[src/rtl/sm_addsub.sv]
module sm_addsub #(
  parameter int N = 8
) (
  input  logic         clk,
  input  logic         rst_n,
  input  logic         start,
  input  logic         op_sub,
  input  logic [N-1:0] a_mag,
  input  logic         a_sgn,
  input  logic [N-1:0] b_mag,
  input  logic         b_sgn,
  output logic         busy,
  output logic         done,
  output logic [N-1:0] res_mag,
  output logic         res_sgn,
  output logic         ovf
);

  typedef enum logic [1:0] {S_IDLE, S_ARITH, S_FIX} state_t;

  state_t       st;
  logic [N-1:0] acc_q, bop_q;
  logic         acc_s_q, bop_s_q, sub_q;
  logic         ecar_q, ovf_q, done_q;

  // effective operation: sum the magnitudes when signs agree for add, differ for subtract
  logic mag_sum, mode_m, fix_cmpl;
  assign mag_sum  = ~(acc_s_q ^ bop_s_q ^ sub_q);
  assign mode_m   = ~mag_sum;
  assign fix_cmpl = (st == S_FIX);

  // one shared adder: A + B, A + ~B + 1, or ~A + 0 + 1 for the correction pass
  logic [N-1:0] add_x, add_y;
  logic         add_cin;
  logic [N:0]   add_sum;
  assign add_x   = fix_cmpl ? ~acc_q : acc_q;
  assign add_y   = fix_cmpl ? '0 : (mode_m ? ~bop_q : bop_q);
  assign add_cin = fix_cmpl | mode_m;
  assign add_sum = {1'b0, add_x} + {1'b0, add_y} + {{N{1'b0}}, add_cin};

  always_ff @(posedge clk) begin
    if (!rst_n) begin
      st      <= S_IDLE;
      acc_q   <= '0;
      bop_q   <= '0;
      acc_s_q <= 1'b0;
      bop_s_q <= 1'b0;
      sub_q   <= 1'b0;
      ecar_q  <= 1'b0;
      ovf_q   <= 1'b0;
      done_q  <= 1'b0;
    end else begin
      done_q <= 1'b0;
      case (st)
        S_IDLE: if (start) begin
          acc_q   <= a_mag;
          acc_s_q <= a_sgn;
          bop_q   <= b_mag;
          bop_s_q <= b_sgn;
          sub_q   <= op_sub;
          ovf_q   <= 1'b0;
          st      <= S_ARITH;
        end
        S_ARITH: begin
          acc_q  <= add_sum[N-1:0];
          ecar_q <= add_sum[N];
          if (mag_sum) begin
            ovf_q  <= add_sum[N];
            done_q <= 1'b1;
            st     <= S_IDLE;
          end else begin
            st <= S_FIX;
          end
        end
        S_FIX: begin
          if (!ecar_q) begin
            acc_q   <= add_sum[N-1:0];
            acc_s_q <= ~acc_s_q;
          end else if (acc_q == '0) begin
            acc_s_q <= 1'b0;
          end
          done_q <= 1'b1;
          st     <= S_IDLE;
        end
        default: st <= S_IDLE;
      endcase
    end
  end

  assign busy    = (st != S_IDLE);
  assign done    = done_q;
  assign res_mag = acc_q;
  assign res_sgn = acc_s_q;
  assign ovf     = ovf_q;

endmodule

[config.mk]
export PLATFORM = sky130hd
export DESIGN_NAME = sm_addsub
export DESIGN_NICKNAME = d
export VERILOG_FILES = /design/src/rtl/sm_addsub.sv
export SDC_FILE = /design/constraint.sdc
export NUM_CORES = 1
export LEC_CHECK = 0
export BUFFER_PORTS_ARGS = -buffer_cell sky130_fd_sc_hd__buf_2
export CORE_ASPECT_RATIO = 1.5
export CORE_MARGIN = 2
export CORE_UTILIZATION = 58
export DETAILED_ROUTE_END_ITERATION = 8
export PLACE_DENSITY = 0.8
export SLEW_MARGIN = 20
export SYNTH_ARGS = -nofsm -noshare
export SYNTH_HDL_FRONTEND = slang
export SYNTH_SLANG_ARGS = --single-unit
export TNS_END_PERCENT = 20
[constraint.sdc]
create_clock -name clk -period 5.39 [get_ports clk]
set_clock_uncertainty 0.1 [all_clocks]
set_input_delay 0.539 -clock clk [delete_from_list [all_inputs] [get_ports clk]]
set_output_delay 0.539 -clock clk [all_outputs]
set_load 0.01 [all_outputs]
**Word-level counts from Yosys, hierarchy flattened**

Cells that the tools add are included.
W data, S select, Z words.

- Register bits after elaboration: 24
- Bits of input ports: 22
- Output and inout port bits: 12
- Logic and storage cells: 51

- $add $sub $neg: 2
- Equality and inequality tests: 6
- Muxes and demuxes: 18
- Bitwise operators: 6
- Reductions and logical operators: 10

Operator list:

| operator | count |
|---|---|
| $mux W8 | 5 |
| $pmux W8 S3 | 1 |
| $not A8 Y8 | 2 |
| $add A8 B8 Y9 | 1 |
| $add A9 B1 Y9 | 1 |
| $reduce_and A3 Y1 | 3 |
| $logic_not A8 Y1 | 1 |
| $mux W1 | 6 |
| $ne A2 B2 Y1 const B | 3 |
| $pmux W1 S2 | 3 |
| $reduce_bool A2 Y1 | 3 |
| $mux W2 | 2 |
| $pmux W2 S2 | 1 |
| $ne A3 B2 Y1 const B | 1 |
| $reduce_bool A3 Y1 | 1 |
| $eq A2 B1 Y1 const B | 1 |
| $eq A2 B2 Y1 const B | 1 |
| $logic_not A2 Y1 | 1 |
| $reduce_and A2 Y1 | 1 |
| $xor A1 B1 Y1 | 2 |
| $not A1 Y1 | 1 |
| $or A1 B1 Y1 | 1 |

**Logic depth before layout (Yosys ltp)**

- Depth after elaboration: 8
- Depth in mapped cells: 12
- Gate-level depth less buffers: 11

**Worst setup path after synthesis**

Ideal clock, no wire load.

- Path type: flip-flop to flip-flop
- From: register acc_s_q (netlist: res_sgn)
- To: register ovf_q (netlist: ovf)
- Setup time: 0.130 ns
- Arrival: 2.782 ns
- Data required time: 5.160 ns
- Path slack: 2.378 ns
- Cell stages (with the launch flop): 13
- Path buffers: 1
- Clock period less this slack: 3.012 ns
- Cell sequence: dfxtp_1 xor2_1 xnor2_1 buf_4 xor2_1 nor2_1 fa_1 fa_1 a21oi_1 nand4b_1 a21oi_1 a211oi_1 o22ai_1

- Cells in the longest elaborated chain, start to end: 8
- Elaborated cells between the ends (all ways): 11
- Those cells by class: add/sub: 2; eq/ne: 1; mux: 4; bitwise: 3; reduce/logical: 1

Ends and longest elaborated chain:

| what | RTL line | text |
|---|---|---|
| start, declared | 23 | `logic acc_s_q, bop_s_q, sub_q;` |
| start signal, assigned | 57 | `acc_s_q <= a_sgn;` |
| start signal, assigned | 78 | `acc_s_q <= ~acc_s_q;` |
| $xor A1 B1 Y1 * (2 in a row) | 28 | `assign mag_sum = ~(acc_s_q ^ bop_s_q ^ sub_q);` |
| $mux W8 (2 in a row) | 37 | `assign add_y = fix_cmpl ? '0 : (mode_m ? ~bop_q : bop_q);` |
| $add A8 B8 Y9 | 39 | `assign add_sum = {1'b0, add_x} + {1'b0, add_y} + {{N{1'b0}}, add_cin};` |
| $add A9 B1 Y9 | 39 |  |
| $mux W1 | 67 | `if (mag_sum) begin` |
| $pmux W1 S2 | 54 | `case (st)` |
| end signal, assigned | 68 | `ovf_q <= add_sum[N];` |
| end, declared | 24 | `logic ecar_q, ovf_q, done_q;` |

Mark *: on every way between the ends. The rest lies on a longest branch, timed or not. The select of a mux whose other input is x is not followed.
A chain may end at the register's enable or synchronous reset.

**Worst setup path in the final report**

- From: register st[0]
- To: register ecar_q

- Cells in the longest elaborated chain, start to end: 4
- Elaborated cells between the ends (all ways): 7
- Those cells by class: add/sub: 2; eq/ne: 2; mux: 2; bitwise: 1

Ends and longest elaborated chain:

| what | RTL line | text |
|---|---|---|
| start, declared | 21 | `state_t st;` |
| start signal, assigned | 43 | `st <= S_IDLE;` |
| start signal, assigned | 62 | `st <= S_ARITH;` |
| start signal, assigned | 70 | `st <= S_IDLE;` |
| $eq A2 B2 Y1 | 30 | `assign fix_cmpl = (st == S_FIX);` |
| $mux W8, on equally long branches | 36, 37 |  |
| $add A8 B8 Y9 | 39 |  |
| $add A9 B1 Y9 | 39 |  |
| end signal, assigned | 66 | `ecar_q <= add_sum[N];` |
| end, declared | 24 |  |

Parallel ways exist; a longest one is shown, timed or not.

==> results_dict.tcl <==
set metrics [dict create \
    hold_depth 2 \
    initial_core_util 0.6082 \
    die_x_um 47.26 \
    worstSetupPathType "reg2reg" \
    postSynthAreaPerCell_um2 8.099 \
    drv_cap 0 \
    place_inst 263 \
    p_int_mw 0.3851 \
    hold_start "ovf" \
    synthArstFlopShare 0 \
    rrSetupSlack_ps 1910 \
    wire_per_inst_um 13.81 \
    clkPwrFrac 0.199 \
    synth_area_leaders "dfxtp_1 (30%), xor2_1 (9.7%), nand2_1 (8.5%)" \
    clock-sinks 24 \
    synthToLayoutAreaGrowth_pct 14.30 \
    netlist_area_mm2 0.001628 \
    synth_ff_type "dfxtp_1" \
    io_buffers 33 \
    ys_seq_area_frac 0.2952 \
    synthTopCellsByCount "nand2_1 (37), dfxtp_1 (24), xor2_1 (18), nor2_1 (13)" \
    drc_errors 0 \
    gr-total-overflow 0 \
    synth_seq_cells 24 \
    hold_path_class "reg2reg" \
    die_h_um 68.89 \
    hpwl_mm 2.767 \
    routed_wirelength_mm 3.688 \
    fin_tns_setup_ps 0 \
    fin_crit_sh 0.6455 \
    pre_cts_slack_ps 1971 \
    max_freq_mhz 287.4 \
    tightest_slew_ps 855.8 \
    grt_antenna_before_repair 0 \
    ios 34 \
    grt_use_total 0.2604 \
    reg2regPathDepth 10 \
    synth.top_cell.area_share 0.2952 \
    cts_setup_buffers 0 \
    cts_buffers 3 \
    nNetsFinal 266 \
    rr_endpoint "ecar_q" \
    rr_startpoint "st[0]" \
    seqPwrFrac 0.342 \
    vias 1478 \
    p_sw_mw 0.2420 \
    cp-start-kind "register" \
    slew_viol_final 0 \
    cp.arrival_ps 3530 \
    insertedDiodeCount 0 \
    powerDensity_mw_per_mm2 337.0 \
    slew-limit-headroom 0.4295 \
    clock_path_buffers 2 \
    yosys_warnings 0 \
    holdBufCountCts 0 \
    end_kind "register" \
    cts-root-buf "clkbuf_8" \
    syn_nets 236 \
    core_mm2 0.002676 \
    setup_viol_count_final 0 \
    worst_slack_ps 1911 \
    yosys.area.top_type "dfxtp_1" \
    clk_latency_ps 270 \
    switching_share 0.3859 \
    antenna_violating_nets_post_route 0 \
    crit_required_ps 5450 \
    grt_max_degree 26 \
    vias_per_cell 5.536 \
    gp_congestion 0.9034 \
    synth_cells 201 \
    hold_end "ovf" \
    clkTransAtPathRegs_ps 90 \
    grt_pass1_vias 1470 \
    power_leakage_nw 0.9063 \
    post_route_cells_drive_above_1_share 0.1783 \
    grt_pass1_wl_mm 6.182 \
    worstPathMaxFanout 23 \
    synth_cell_types 39 \
    status "completed" \
    die_area_mm2 0.003255 \
    rows 23 \
    ir_drop_v 0.0001993 \
    combPwrFrac 0.459 \
    cts_tree "done" \
    htree_levels 1 \
    synth_edf_count 0 \
    dr.pass1.iters 4 \
    finalNonFillerCells 267 \
    first_iter_violations 71 \
    min_period_ps 3479 \
    hold_violations 0 \
    post_cts_resized 0 \
    synth_most_common_cell "nand2_1" \
    rsz0062_at_grt "no" \
]
## routing by layer
| metal | global-route usage | vias up | part of all wire |
|---|---|---|---|
| met1 | 0.2945 | 684 | 0.42 |
| met2 | 0.4747 | 35 | 0.53 |
| met4 | 0.09375 | 0 | 0.016 |
| met5 | 0 | - | 0 |
| li1 | - | 751 | - |
| met3 | 0.03385 | 8 | 0.035 |
## cells by family after synthesis
kind of cell    after synthesis  share of synthesized area
simple gates                 68                     0.1868
compound gates               57                     0.2375
flops                        24                     0.2952
xor+xnor                     20                     0.1076
buf+inv                      15                    0.03920
fa+ha+maj                    13                     0.1091
mux                           4                    0.02460
## power by group through the flow
stage                     sequential [mW]  combinational (mW)  clock (mW)
after global routing                0.217               0.325       0.131
after global placement              0.217               0.271           0
after floorplan                     0.219               0.215           0
final                               0.215               0.288       0.125
after CTS                           0.214               0.287       0.125
after detailed placement            0.218               0.284           0
## registers in the layout, summed over array words and instances (netlist names)
name,flops
bop_q,8
bop_s_q,1
done,1
ecar_q,1
ovf,1
res_mag,8
res_sgn,1
st,2
sub_q,1
## layout make-up
cell class | instances | area (um2)
clock buffers | 4 | 55.05
fillers | 229 | 815.8
inverters | 6 | 22.52
multi-input cells | 162 | 1084
flip-flops and latches | 24 | 480.5
well taps | 37 | 46.29
repair buffers | 34 | 172.7
## through the flow
step	cell area, um2	total power [mW]	utilization	hold WS [ps]
5_1_grt	1861	0.6726	0.6952	407.0
3_3_place_gp	1805	0.4878	0.6746	363.0
2_1_floorplan	1628	0.4338	-	355.3
3_5_place_dp	1805	0.5019	0.6746	371.0
6_report	1861	0.6271	0.6952	377.7
4_1_cts	1861	0.6257	0.6952	382.7
## placed cells by master (no fill, tap or decap), drive strengths merged, types with 3 or more instances in the layout
cell type / Yosys / routed
xor2: 18 / 18
ha: 11 / 11
a21oi: 12 / 12
mux2i: 4 / 4
nand2b: 3 / 3
a21boi: 12 / 12
inv: 6 / 6
and2: 3 / 3
o211a: 3 / 3
dfxtp: 24 / 24
a21o: 3 / 3
a211oi: 6 / 6
nor2: 13 / 13
o21ai: 11 / 11
clkbuf: 5 / 4
buf: 4 / 34
nand2: 37 / 37
## critical path, stage by stage, from the launching register on
cell and delay [ps]:
dfxtp_1 350, inv_1 100, ha_1 720, xor2_1 210, fa_1 540, fa_1 430
a21oi_1 210, nand4b_1 190, a21oi_1 90, a211oi_1 300, a21oi_1 110
## worst max path at each step
stage,startpoint,cells after the start,end,slack [ps]
after CTS,st[0],10,ovf,1950
after global routing,st[0],10,ecar_q,1680
after floorplan,res_sgn,12,ovf,2380
final,st[0],10,ecar_q,1910
after global placement,st[0],10,ovf,2080
after detailed placement,st[0],10,ecar_q,1970
Power figures use the tool's default switching activity.
